--- config.mk ---
export PLATFORM = sky130hd
export DESIGN_NAME = pcm_compander
export DESIGN_NICKNAME = d
export VERILOG_FILES = /design/src/rtl/cmp_pkg.sv /design/src/rtl/cmp_encode.sv /design/src/rtl/cmp_decode.sv /design/src/rtl/cmp_stage.sv /design/src/rtl/pcm_compander.sv
export SDC_FILE = /design/constraint.sdc
export NUM_CORES = 1
export LEC_CHECK = 0
export BUFFER_PORTS_ARGS = -buffer_cell sky130_fd_sc_hd__buf_2
export CAP_MARGIN = 25
export CORE_MARGIN = 4
export CORE_UTILIZATION = 64
export CTS_BUF_LIST = sky130_fd_sc_hd__clkbuf_8
export DETAILED_ROUTE_END_ITERATION = 10
export GPL_TIMING_DRIVEN = 0
export PLACE_DENSITY = 0.85
export SLEW_MARGIN = 20
export SYNTH_ARGS = -nofsm -noshare
export SYNTH_HDL_FRONTEND = slang
export SYNTH_SLANG_ARGS = --single-unit
--- constraint.sdc ---
create_clock -name clk -period 8.52 [get_ports clk]
set_input_delay 1.704 -clock clk [delete_from_list [all_inputs] [get_ports clk]]
set_output_delay 1.704 -clock clk [all_outputs]
set_load 0.01 [all_outputs]
--- src/rtl/cmp_pkg.sv ---
package cmp_pkg;
   typedef enum logic {LAW_A = 1'b0, LAW_MU = 1'b1} law_e;

   localparam int          CODE_W     = 8;
   localparam int          A_LIN_MAX  = 4095;
   localparam int          A_LIN_MIN  = -4096;
   localparam int          MU_LIN_MAX = 8191;
   localparam int          MU_LIN_MIN = -8192;
   localparam int          MU_BIAS    = 33;
   localparam logic [7:0]  A_FLIP     = 8'h55;

   // index of the highest set bit (0 for an all-zero input)
   function automatic int unsigned top_bit(input logic [15:0] v);
      int unsigned r;
      r = 0;
      for (int i = 0; i < 16; i++) begin
         if (v[i]) r = i;
      end
      return r;
   endfunction
endpackage

--- src/rtl/cmp_encode.sv ---
module cmp_encode #(
   parameter int DATA_W = 16
) (
   input  logic [DATA_W-1:0] lin,
   input  cmp_pkg::law_e     law,
   output logic [7:0]        code
);
   import cmp_pkg::*;

   if (DATA_W < 14 || DATA_W > 32) begin : g_bad_width
      $error("cmp_encode: DATA_W must lie in 14..32");
   end

   int          a_x, a_m, u_x, u_m;
   int unsigned a_seg, u_seg;
   logic        a_neg, u_neg;
   logic [3:0]  a_man, u_man;
   logic [7:0]  a_code, u_code;

   // A-law: 13-bit range, one's-complement magnitude, even bits flipped
   always_comb begin
      a_x = int'($signed(lin));
      if (a_x > A_LIN_MAX)      a_x = A_LIN_MAX;
      else if (a_x < A_LIN_MIN) a_x = A_LIN_MIN;
      a_neg = (a_x < 0);
      a_m   = a_neg ? (-a_x - 1) : a_x;
      a_seg = (a_m < 32) ? 0 : top_bit(16'(a_m)) - 4;
      a_man = (a_seg == 0) ? 4'(a_m >> 1) : 4'(a_m >> a_seg);
      a_code = {~a_neg, 3'(a_seg), a_man} ^ A_FLIP;
   end

   // mu-law: 14-bit range, biased magnitude, whole code inverted
   always_comb begin
      u_x = int'($signed(lin));
      if (u_x > MU_LIN_MAX)      u_x = MU_LIN_MAX;
      else if (u_x < MU_LIN_MIN) u_x = MU_LIN_MIN;
      u_neg = (u_x < 0);
      u_m   = (u_neg ? -u_x : u_x) + MU_BIAS;
      if (u_m > MU_LIN_MAX) u_m = MU_LIN_MAX;
      u_seg = top_bit(16'(u_m)) - 5;
      u_man = 4'(u_m >> (u_seg + 1));
      u_code = ~{u_neg, 3'(u_seg), u_man};
   end

   assign code = (law == LAW_MU) ? u_code : a_code;
endmodule

--- src/rtl/cmp_decode.sv ---
module cmp_decode #(
   parameter int DATA_W = 16
) (
   input  logic [7:0]        code,
   input  cmp_pkg::law_e     law,
   output logic [DATA_W-1:0] lin
);
   import cmp_pkg::*;

   if (DATA_W < 14 || DATA_W > 32) begin : g_bad_width
      $error("cmp_decode: DATA_W must lie in 14..32");
   end

   logic [7:0] a_t, u_t;
   int         a_mag, a_val, u_mag, u_val;

   always_comb begin
      a_t = code ^ A_FLIP;
      if (a_t[6:4] == 3'd0) a_mag = int'(a_t[3:0]) * 2 + 1;
      else                  a_mag = (int'(a_t[3:0]) * 2 + 33) << (int'(a_t[6:4]) - 1);
      a_val = a_t[7] ? a_mag : -a_mag;
   end

   always_comb begin
      u_t   = ~code;
      u_mag = ((int'(u_t[3:0]) * 2 + MU_BIAS) << u_t[6:4]) - MU_BIAS;
      u_val = u_t[7] ? -u_mag : u_mag;
   end

   assign lin = DATA_W'((law == LAW_MU) ? u_val : a_val);
endmodule

--- src/rtl/cmp_stage.sv ---
module cmp_stage #(
   parameter int DATA_W  = 16,
   parameter bit TO_CODE = 1'b1
) (
   input  logic                                clk,
   input  logic                                rst_n,
   input  cmp_pkg::law_e                       law,
   input  logic                                conv_en,
   input  logic                                in_valid,
   input  logic [(TO_CODE ? DATA_W : 8)-1:0]   in_data,
   output logic                                out_valid,
   output logic [(TO_CODE ? 8 : DATA_W)-1:0]   out_data
);
   localparam int OUT_W = TO_CODE ? 8 : DATA_W;

   logic [OUT_W-1:0] conv_d, pass_d;

   if (TO_CODE) begin : g_enc
      cmp_encode #(.DATA_W(DATA_W)) u_enc (.lin(in_data), .law(law), .code(conv_d));
      assign pass_d = in_data[7:0];
   end else begin : g_dec
      cmp_decode #(.DATA_W(DATA_W)) u_dec (.code(in_data), .law(law), .lin(conv_d));
      assign pass_d = OUT_W'(in_data);
   end

   always_ff @(posedge clk) begin
      if (!rst_n) begin
         out_valid <= 1'b0;
         out_data  <= '0;
      end else begin
         out_valid <= in_valid;
         if (in_valid) out_data <= conv_en ? conv_d : pass_d;
      end
   end
endmodule

--- src/rtl/pcm_compander.sv ---
module pcm_compander #(
   parameter int DATA_W = 16
) (
   input  logic              clk,
   input  logic              rst_n,
   input  logic              law_sel,
   input  logic              inline_en,
   input  logic              tx_valid_i,
   input  logic [DATA_W-1:0] tx_word_i,
   output logic              tx_valid_o,
   output logic [7:0]        tx_code_o,
   input  logic              rx_valid_i,
   input  logic [7:0]        rx_code_i,
   output logic              rx_valid_o,
   output logic [DATA_W-1:0] rx_word_o,
   input  logic              svc_req_i,
   input  logic              svc_op_i,
   input  logic [DATA_W-1:0] svc_data_i,
   output logic              svc_valid_o,
   output logic [DATA_W-1:0] svc_data_o
);
   import cmp_pkg::*;

   if (DATA_W < 14 || DATA_W > 32) begin : g_bad_width
      $error("pcm_compander: DATA_W must lie in 14..32");
   end

   law_e law;
   assign law = law_e'(law_sel);

   cmp_stage #(.DATA_W(DATA_W), .TO_CODE(1'b1)) u_tx (
      .clk(clk), .rst_n(rst_n), .law(law), .conv_en(inline_en),
      .in_valid(tx_valid_i), .in_data(tx_word_i),
      .out_valid(tx_valid_o), .out_data(tx_code_o));

   cmp_stage #(.DATA_W(DATA_W), .TO_CODE(1'b0)) u_rx (
      .clk(clk), .rst_n(rst_n), .law(law), .conv_en(inline_en),
      .in_valid(rx_valid_i), .in_data(rx_code_i),
      .out_valid(rx_valid_o), .out_data(rx_word_o));

   // service port: private converters, never shared with the inline lanes
   logic [7:0]        svc_code;
   logic [DATA_W-1:0] svc_lin;

   cmp_encode #(.DATA_W(DATA_W)) u_svc_enc (.lin(svc_data_i), .law(law), .code(svc_code));
   cmp_decode #(.DATA_W(DATA_W)) u_svc_dec (.code(svc_data_i[7:0]), .law(law), .lin(svc_lin));

   always_ff @(posedge clk) begin
      if (!rst_n) begin
         svc_valid_o <= 1'b0;
         svc_data_o  <= '0;
      end else begin
         svc_valid_o <= svc_req_i;
         if (svc_req_i) svc_data_o <= svc_op_i ? svc_lin : DATA_W'(svc_code);
      end
   end
endmodule

-- Word-level counts from Yosys, hierarchy flattened
Cells that the tools add are included.
- magnitude comparators: 16
- reductions and logical operators: 4
- shift operators: 8
- $add $sub $neg: 28
- multiplexer cells: 91
- bitwise operators: 10
- operators by type and width (kind ; count):
    $mux W32 ; 44
    $mux W16 ; 10
    $lt A32 B1 Y1 const B ; 4
    $neg A32 Y32 ; 4
    $shr A32 B32 Y4 ; 4
    $mux W4 ; 18
    $add A32 B1 Y32 const B ; 2
    $add A32 B7 Y32 const B ; 2
    $gt A32 B14 Y1 const B ; 2
    $logic_not A32 Y1 ; 2
    $lt A32 B7 Y1 const B ; 2
    $neg A16 Y16 ; 4
    $shl A7 B32 Y16 ; 2
    $sub A32 B2 Y32 const B ; 2
    $sub A32 B3 Y32 const B ; 2
    $gt A16 B13 Y1 const B ; 2
    $gt A16 B14 Y1 const B ; 2
    $lt A16 B13 Y1 const B ; 2
    $lt A16 B14 Y1 const B ; 2
    $not A8 Y8 ; 4
    $shl A32 B3 Y16 ; 1
    $sub A16 B7 Y16 const B ; 2
    $add A5 B6 Y7 const B ; 4
    $mux W3 ; 8
    other kinds (10) ; 26
- register bits: 43
- input port bits: 48
- output and inout bits: 43

-- Longest topological paths before layout
Gate-level depths: netlist (run 1).
- word-level depth: 29
- depth in mapped cells: 32

-- Modules after synthesis
Synthesis (run 1) repeated with hierarchy kept, for this count alone.
- cells, all modules: 1822
- area, all modules: 12623.4 um^2
- by module, submodules not included (module ; cells each ; sequential area each (um^2) ; times used ; area an instance (um^2)):
    cmp_encode ; 513 ; 0.0 ; 2 ; 3434.5
    cmp_decode ; 308 ; 0.0 ; 2 ; 1981.9
    cmp_stage (u_rx) ; 72 ; 340.3 ; 1 ; 708.2
    pcm_compander ; 72 ; 340.3 ; 1 ; 708.2
    cmp_stage (u_tx) ; 36 ; 180.2 ; 1 ; 374.1

-- Worst setup path before layout (run 1)
No wires, ideal clock.
- path kind: input port to flip-flop
- start: input tx_word_i[15]
- end: register u_tx.out_data[2] (netlist bit)
- path slack: 616 ps
- cell stages on the path: 28
- data arrival time: 7775 ps
- required time: 8391 ps
- cells stage by stage: buf_4 buf_2 buf_2 buf_2 buf_2 buf_1 nand2_1 a21oi_1 ha_1 clkbuf_1 nor4bb_1 o21ai_1 a2111oi_4 a21oi_2 or3_1 a2111oi_4 o221ai_1 o21ai_0 nand2_1 ha_1 inv_1 xnor2_1 or4_1 or4_1 a31oi_2 nand2b_1 a2111oi_2 nor4b_1
- word-level cells in the longest chain between the ends: 29
- elaborated cells on any way between the ends: 61
- those cells by class: add/sub (7); order compare (8); shift (2); mux (41); bitwise (2); reduce/logical (1)
- ends and longest elaborated chain (item ; RTL line ; RTL):
    start: declaration ; pcm_compander.sv:9 ; input logic [DATA_W-1:0] tx_word_i,
    $lt A16 B14 Y1 ; cmp_encode.sv:36 ; else if (u_x < MU_LIN_MIN) u_x = MU_LIN_MIN;
    $mux W32 ; cmp_encode.sv:36 ;
    $mux W32 ; cmp_encode.sv:35 ; if (u_x > MU_LIN_MAX) u_x = MU_LIN_MAX;
    $neg A32 Y32 or $lt A32 B1 Y1 (tied branches) ; cmp_encode.sv:38, cmp_encode.sv:37 ;
    $mux W32 ; cmp_encode.sv:38 ; u_m = (u_neg ? -u_x : u_x) + MU_BIAS;
    $add A32 B7 Y32 ; cmp_encode.sv:38 ;
    $gt A32 B14 Y1 ; cmp_encode.sv:39 ; if (u_m > MU_LIN_MAX) u_m = MU_LIN_MAX;
    $mux W32 ; cmp_encode.sv:39 ;
    $mux W1 ; cmp_pkg.sv:17 ; if (v[i]) r = i;
    $mux W32 (14 in a row) ; cmp_pkg.sv:17 ;
    $sub A32 B3 Y32 ; cmp_encode.sv:40 ; u_seg = top_bit(16'(u_m)) - 5;
    $add A32 B1 Y32 ; cmp_encode.sv:41 ; u_man = 4'(u_m >> (u_seg + 1));
    $shr A32 B32 Y4 ; cmp_encode.sv:41 ;
    $not A8 Y8 ; cmp_encode.sv:42 ; u_code = ~{u_neg, 3'(u_seg), u_man};
    $mux W8 (*) ; cmp_encode.sv:45 ; assign code = (law == LAW_MU) ? u_code : a_code;
    $mux W8 (*) ; cmp_stage.sv:32 ; if (in_valid) out_data <= conv_en ? conv_d : pass_d;
    end signal: assignment ; cmp_stage.sv:32 ;
    end: declaration ; cmp_stage.sv:12 ; output logic [(TO_CODE ? 8 : DATA_W)-1:0] out_data
Mark *: on every way between the ends. The rest lies on a longest branch, timed or not.
A chain may end at the register's enable or synchronous reset.

-- Final worst setup path (run 1)
Same ends and word-level chain as after synthesis.

==> key figures, run 1 <==
Logic synthesis
  – Post-synthesis mux area share: 0.0361
  – Synth Area in XOR/XNOR: 0.0752
  – Main area contributors after synthesis: dfxtp_1, nor2_1, o21ai_0
  – Post-Synth Adder-Cell Area: 0.0418
  – Synth Area in Compound Gates: 0.391
  – Seq cells post-synth: between 40 and 50
  – Synth Net Count: 1785
  – Cell variety after synth: 108
  – Area leader, netlist: dfxtp_1
  – Yosys top cell area share: 0.0778
  – Yosys warns: 0
  – Post-synth EDFFs: 0
  – Largest family of logic cells by synthesized area: compound AO/OA/AOI/OAI gates
  – Post-synth ARST share: 0
  – Leading register cell type out of synthesis: dfxtp_1
  – Simple-gate share of the synthesized area: 0.309
  – Cell count after synthesis: 1700
  – Sequential share of the synthesized area: 0.0778
  – Mapped Area: between 10000 and 15000 sq um
  – Post-Syn Area per Cell: about 6.5 sq um

Placement
  – IO Port Bufs: 82
  – Post-Place Cells: 2002
  – HPWL Detailed: between 30000 and 40000 um
  – Dpl cell area: roughly 12000 sq um
  – Gp weighted congestion: 1.01

Clock tree
  – TritonCTS Sinks: 43
  – Clk_lat worst skew: 0.32 ns
  – Root Driver: clkbuf_8
  – Clock slew seen by the registers of the worst setup and hold paths: 0.10 ns
  – Hold buffer count at CTS: 0
  – H-tree levels: 2
  – Clock Path Buffers: 2
  – Num CTS Buffers: 5
  – CTS tree: yes

STA
  – Period minus WS final: between 8 and 9 ns
  – Relative slew slack: 0.336
  – Measured slew at the worst slew-check pin: 0.996 ns
  – Setup Viol. Count Final: 0
  – Max Slew Vio Count: 0
  – Final worst path period share: 0.963
  – Fmax: 0.122 GHz
  – Fin Hold WS: 0.467 ns
  – Hold Fails Final Rpt: 0
  – Setup TNS: 0 ns
  – Clock Skews: 0 ns

Setup path
  – Kind of critical path: in -> reg
  – CP top delay family: compound AO/OA/AOI/OAI gates
  – CP bufs+invs: 11
  – CP startpoint: tx_word_i[15]
  – Worst path slowest cell: or4_1
  – Worst Path Max Fanout: 11
  – Crit end category: flop
  – Critical Path Max Stage Delay: 0.44 ns
  – Critical Path AT: 8.40 ns
  – Most frequent CP cell: buf_2
  – Crit path launch type: primary input
  – Worst r2r src: svc_data_o[3]
  – Critical Path RT: 8.71 ns

Power and ir drop
  – Int Power: around 650 uW
  – Clk pwr share: 0.129
  – Net switching fraction of the power: 0.519
  – Net Sw Power: 706 uW
  – Sequential Power Share: 0.167
  – Combinational power share: 0.704
  – Pleak: between 0.004 and 0.005 uW
  – Peak VDD IR: 107 uV
  – Power Dens Cells: 114 nW/um^2

Global route
  – Met1 Use GR: 0.472
  – Vias in the first global route: 12700
  – GRT met3 Usage: 0.0408
  – Largest net degree at the start of global routing: 16
  – Met2 usage: 0.627
  – First-pass GRT wire length: 62600 um
  – Gr ovfl total: 0
  – Total track usage: 0.373
  – Initial antenna violation count: 0
  – Busiest grt layer: met2

Die
  – Die area: 19500 sq um
  – Ports: a little over 90
  – Site Rows: 47
  – Core area: 16800 sq um
  – Initial core utilization: 0.660
  – Die width: roughly 140 um
  – Die height: 139 um

Layout
  – Nets@finish: 1876
  – Design Area, Final: 12000 sq um
  – Fin cells: 2012
  – Fillers: 1538
  – Antenna diode count: 0
  – Fin util: 0.715
  – Synth-to-Final Area Change: 8.29%
  – Layout cells sized above 1: 0.110

Route
  – Antenna Nets Post-Route: 0
  – DRT iter0 DRCs: around 2000
  – WL final: around 39000 um
  – Pre-antenna DRT Iters: 6
  – Via count: approximately 14000
  – Vias per cell: 7.05
  – DRC viols: 0
  – Routed len/inst: 19.6 um

Job
  – MaxCap Viol Count: 0

Worst hold path
  – Hold Crit Class: reg -> reg
  – Hold Crit Start: u_rx.out_data[11]

Status
  – Status: complete, no violations
-- state kept, by name (all words and copies together), names as in the netlist --
name            cells
svc_data_o         16
u_rx.out_data      16
u_tx.out_data       8
svc_valid_o         1
u_rx.out_valid      1
u_tx.out_valid      1
-- cell families (layout without fill, tap and decap cells) --
kind of cell	count (synthesis)	after routing
flops	43	43
mux	38	38
fa+ha+maj	37	37
compound gates	615	615
simple gates	684	684
buf+inv	188	280
xor+xnor	95	95
-- synthesized netlist by cell type (all sizes together) (15+ instances only) --
cell    number
nor2       191
buf         40
and3        19
and2        26
xor2        31
nand3       53
o21ai      138
a221oi      15
clkbuf      91
nor3        54
nand2      167
o31ai       16
nand2b      19
a21oi      121
or3         27
xnor2       64
o21a        20
ha          37
o211ai      34
a211oi      37
nor2b       29
nor4        22
dfxtp       43
a31oi       35
inv         52
mux2i       32
-- metal layers --
metal	wire length [um]	vias to the layer above
li1	-	6565
met1	15300	6467
met2	18000	973
met3	3890	173
met4	2120	0
met5	0	-
-- timing repair --
| action | 4_1_cts | 5_1_grt |
|---|---|---|
| endpoints found under the setup margin | 5 | 8 |
| setup buffers | 0 | 3 |
| pin swaps | 0 | 1 |
| resized for setup | 6 | 19 |
| hold endpoints to repair | 0 | 0 |
-- per-stage QoR --
step | setup WS (ns) | power, uW
finish | 0.312 | 1360
global route | -0.00244 | 1450
CTS | 0.0751 | 1320
detailed placement | -0.693 | 1140
global placement | -0.704 | 1130
floorplan | 0.616 | 916
-- final timing paths --
path	to	slack [ns]	cells past startpoint
max	u_tx.out_data[2]	0.31	30
min	u_rx.out_data[11]	0.47	2
max reg2reg	svc_data_o[3]	7.13	6
min reg2reg	u_rx.out_data[11]	0.47	2
-- power by group through the flow --
| stage | logic [uW] | registers, uW | clock network [uW] |
|---|---|---|---|
| 2_1_floorplan | 677 | 239 | 0 |
| 3_3_place_gp | 896 | 231 | 0 |
| 3_5_place_dp | 908 | 232 | 0 |
| 4_1_cts | 915 | 227 | 174 |
| 5_1_grt | 1040 | 229 | 180 |
| 6_report | 958 | 227 | 176 |
-- final cells by class --
type / instances / area [sq um] / share of cell area
flip-flops and latches: 43 / 861 / 0.0718
multi-input cells: 1469 / 9530 / 0.795
repair buffers: 85 / 433 / 0.0361
well taps: 220 / 275 / 0.0230
clock inverters: 3 / 46.3 / 0.00386
clock buffers: 5 / 68.8 / 0.00574
inverters: 57 / 214 / 0.0179
plain buffers: 130 / 556 / 0.0464
-- worst register-to-register path: stages, from the launching register on --
cell,delay [ns]
dfxtp_1,0.33
and3_1,0.20
nor3_1,0.30
and2_1,0.20
a22oi_1,0.07
nor2_1,0.11
a211oi_1,0.07
-- layout by cell type, fill, tap and decap left out, types with 10 or more instances in the layout --
cell / instances
o22ai_1: 12
a22oi_1: 10
nor3b_1: 12
o211ai_1: 34
o21ai_0: 123
nor4_1: 15
xnor2_1: 64
a221oi_1: 12
a211oi_1: 35
nand2_1: 164
o311ai_0: 10
or3_1: 27
nand3_1: 53
and2_1: 24
nor2b_1: 29
a21oi_1: 118
nand2b_1: 19
nand4_1: 12
inv_1: 49
and3_1: 19
buf_2: 98
clkbuf_1: 88
nor2_1: 190
mux2i_1: 32
dfxtp_1: 43
o21ai_1: 11
o21a_1: 20
a311oi_1: 12
nor3_1: 52
xor2_1: 31
buf_1: 15
o31ai_1: 16
a31oi_1: 32
ha_1: 35
Power figures use the tool's default switching activity.
==> run 2, diff against run 1 <==
- CORE_UTILIZATION: 64 -> 65
- PLACE_DENSITY: 0.85 -> 0.86
- SYNTH_HIERARCHICAL: default -> 1
==> run 2 against run 1 <==
- power decreased by 1.0%
- global-route usage down 0.61 points
- non-clock buffer count rose by 15
- critical path depth down 6
- worst hold slack better by 0.0039 ns
- first-iteration DRC count up 2.3%
- synthesized cell count up 7.2%
- largest cell class unchanged
- setup slack better by 0.12 ns
- maximum frequency grew 1.5%
- via count increased by 8.8%
- wire length up 8.4%
==> key figures, run 2 <==
Setup path
  – CP bufs+invs: 4 (-7)
  – Critical Path RT: 8.71 ns (about the same)
  – Crit path launch type: primary input
  – Most frequent CP cell: buf_2
  – Crit end category: flop
  – Crit path cell chain: buf_2, buf_2, buf_2, clkbuf_4, nand2_1, a21oi_2, ha_1, or3b_1, a32oi_1, o22ai_2, or4_1, a211o_1, a22oi_1, o21bai_2, o31ai_1, ha_1, nor2b_1, o211a_1, o21ai_1, or4b_1, o32ai_1, a31oi_1, mux2i_1, a21oi_1
  – Kind of critical path: in -> reg
  – Worst Path Max Fanout: 19 (+8)
  – Worst r2r path cells: 2 (-4)
  – Critical Path AT: 8.27 ns (-0.13 ns)
  – CP top delay family: compound AO/OA/AOI/OAI gates
  – Levels on crit path: 24 (-20%)
  – Worst path slowest cell: or4b_1
  – Worst r2r src: svc_data_o[3]
  – Critical Path Max Stage Delay: 0.64 ns (+0.20 ns)
  – CP startpoint: svc_data_i[15]

Logic synthesis
  – Mapped Area: 12600 sq um (+14%)
  – Area leader, netlist: dfxtp_1
  – Cell count after synthesis: 1822 (+7.2%)
  – Yosys top cell area share: 0.0682 (-0.00960)
  – Post-Syn Area per Cell: 6.93 sq um (+6.4%)
  – Yosys warns: 6 (+6)
  – Post-synth EDFFs: 0 (unchanged)
  – Top post-synthesis cells by count: nand2_1, nor2_1, a21oi_1, o21ai_0, mux2i_1
  – Cell variety after synth: 111 (+2.8%)
  – Sequential share of the synthesized area: 0.0682 (-0.00960)
  – Leading register cell type out of synthesis: dfxtp_1
  – Post-synth ARST share: 0 (unchanged)
  – Synth Net Count: 1902 (+6.6%)
  – Seq cells post-synth: 43 (unchanged)
  – Count leader, synth: nand2_1
  – Main area contributors after synthesis: dfxtp_1, mux2i_1, a21oi_1

Global route
  – Largest net degree at the start of global routing: 26 (+10)
  – Vias in the first global route: 13700 (+7.8%)
  – First-pass GRT wire length: 68600 um (+9.5%)
  – Gr ovfl total: 0 (unchanged)
  – Initial antenna violation count: 0 (unchanged)
  – Total track usage: 0.367 (-0.00611)

Clock tree
  – Hold buffer count at CTS: 0 (unchanged)
  – H-tree levels: 2 (unchanged)
  – Num CTS Buffers: 5 (unchanged)
  – TritonCTS Sinks: 43 (unchanged)
  – Clk_lat worst skew: 0.30 ns (-0.02 ns)
  – CTS tree: yes
  – CTS resizes: 0 (-6)
  – Clock Path Buffers: 2 (unchanged)
  – Post-CTS setup buffer count: 0 (unchanged)
  – Clock slew seen by the registers of the worst setup and hold paths: 0.09 ns (about the same)
  – Root Driver: clkbuf_8

Route
  – Pre-antenna DRT Iters: 6 (unchanged)
  – Routed len/inst: 19.6 um (+0.31%)
  – DRT iter0 DRCs: 2021 (+2.3%)
  – Vias per cell: 7.10 (+0.73%)
  – DRC viols: 0 (unchanged)
  – Via count: 15400 (+8.8%)
  – WL final: 42700 um (+8.4%)
  – Antenna Nets Post-Route: 0 (unchanged)

STA
  – Final worst path period share: 0.949 (-0.0147)
  – Relative slew slack: 0.466 (+0.130)
  – Fmax: 0.124 GHz (+1.5%)
  – Clock Skews: 0 ns (unchanged)
  – Measured slew at the worst slew-check pin: 0.795 ns (-0.201 ns)
  – RSZ-0062 raised after global routing: no
  – Hold Fails Final Rpt: 0 (unchanged)
  – Setup Viol. Count Final: 0 (unchanged)
  – Max Slew Vio Count: 0 (unchanged)
  – Period minus WS final: 8.08 ns (-0.125 ns)

Worst hold path
  – Hold Crit Class: reg -> reg
  – Hold Crit Start: svc_data_o[8]
  – Worst hold path depth: 2 (unchanged)

Layout
  – Top flop regs: svc_data_o (16), u_rx/out_data (16), u_tx/out_data (8)
  – Most frequent cells in the layout: nand2_1, nor2_1, buf_2
  – Design Area, Final: 13500 sq um (+13%)
  – Antenna diode count: 0 (unchanged)
  – Nets@finish: 1993 (+6.2%)
  – Leading cell type in the layout, fill and taps excluded: nand2_1
  – Layout cells sized above 1: 0.160 (+0.0494)
  – Fin cells: 2174 (+8.1%)
  – Fillers: 1698 (+10%)
  – Synth-to-Final Area Change: 7.21%

Die
  – Site Rows: 50 (+6.4%)
  – Die height: 147 um (+5.6%)
  – Initial core utilization: 0.668 (+0.00790)
  – Ports: 91 (unchanged)
  – Die width: 147 um (+5.6%)
  – Die area: 21700 sq um (+12%)
  – Core area: 18900 sq um (+13%)

Placement
  – Post-Place Cells: 2168 (+8.3%)
  – Gp weighted congestion: 1.04 (+3.0%)
  – HPWL Detailed: 32800 um (+9.3%)
  – IO Port Bufs: 86 (+4.9%)
  – Dpl cell area: 13400 sq um (+14%)

Power and ir drop
  – Pleak: 0.00524 uW (+17%)
  – Power Dens Cells: 99.5 nW/um^2 (-12%)
  – Power Total: 1350 uW (-1.0%)
  – Peak VDD IR: 56.9 uV (-47%)

Job
  – MaxCap Viol Count: 0 (unchanged)

Status
  – Status: complete, no violations
## run 2: changes by cell type after synthesis, moves of 15 or more
cell	previous run	this run
xor2_1	31	14
and3_1	19	4
a21oi_1	120	138
buf_2	17	56
a211oi_1	35	20
a21boi_1	1	20
mux2i_1	32	82
clkbuf_1	91	62
nor2_1	191	146
nand4_1	12	30
xnor2_1	64	46
nand2b_1	19	58
o211ai_1	34	12
## run 2: path summary, 6_finish.rpt
check / endpoint / slack, ns
worst max-delay path: svc_data_o[1] / 0.44
worst max register to register: svc_data_o[3] / 7.77
worst min-delay path: svc_data_o[8] / 0.47
worst min register to register: svc_data_o[8] / 0.47
## run 2: metal layers
metal / part of all wire / GRT usage / routed length (um)
met5: 0 / 0 / 0
met3: 0.12 / 0.0586 / 5050
met4: 0.022 / 0.0899 / 939
met2: 0.45 / 0.598 / 19100
met1: 0.41 / 0.508 / 17600
## run 2: worst min-delay path: stages (launching register included)
cell and delay (ns):
dfxtp_1 0.32, nand2b_1 0.06, a21boi_1 0.05
## run 2: area by class of cell
cell class / instances / area (sq um) / share of cell area
clock buffer: 5 / 68.8 / 0.00509
multi-input combinational: 1569 / 10800 / 0.796
tap: 260 / 325 / 0.0240
clock inverter: 3 / 47.5 / 0.00351
buffer: 144 / 786 / 0.0581
timing repair buffer: 86 / 430 / 0.0318
sequential: 43 / 861 / 0.0636
inverter: 64 / 240 / 0.0178
## run 2: through the flow
stage	setup TNS, ns	hold WS, ns	setup slack, ns	utilization
after floorplan	0	0.488	1.01	-
after global placement	-0.154	0.451	-0.143	0.708
after detailed placement	-0.947	0.458	-0.316	0.708
after CTS	0	0.471	0.0143	0.714
after global routing	0	0.494	0.0742	0.716
final	0	0.471	0.437	0.716
## run 2: cells by family after synthesis
logic type,synth area share
AO/OA/AOI/OAI,0.374
XOR/XNOR,0.0442
adder cells (fa/ha/maj),0.0317
buffers and inverters,0.0813
flip-flops,0.0682
multiplexers,0.0833
AND/OR/NAND/NOR,0.317
## run 2: report_power, final
group,internal (uW),leakage [uW],switching (uW),total [uW]
clock network,88.9,0.0000587,76.8,166
logic,357,0.00482,600,958
registers,216,0.000355,7.99,224
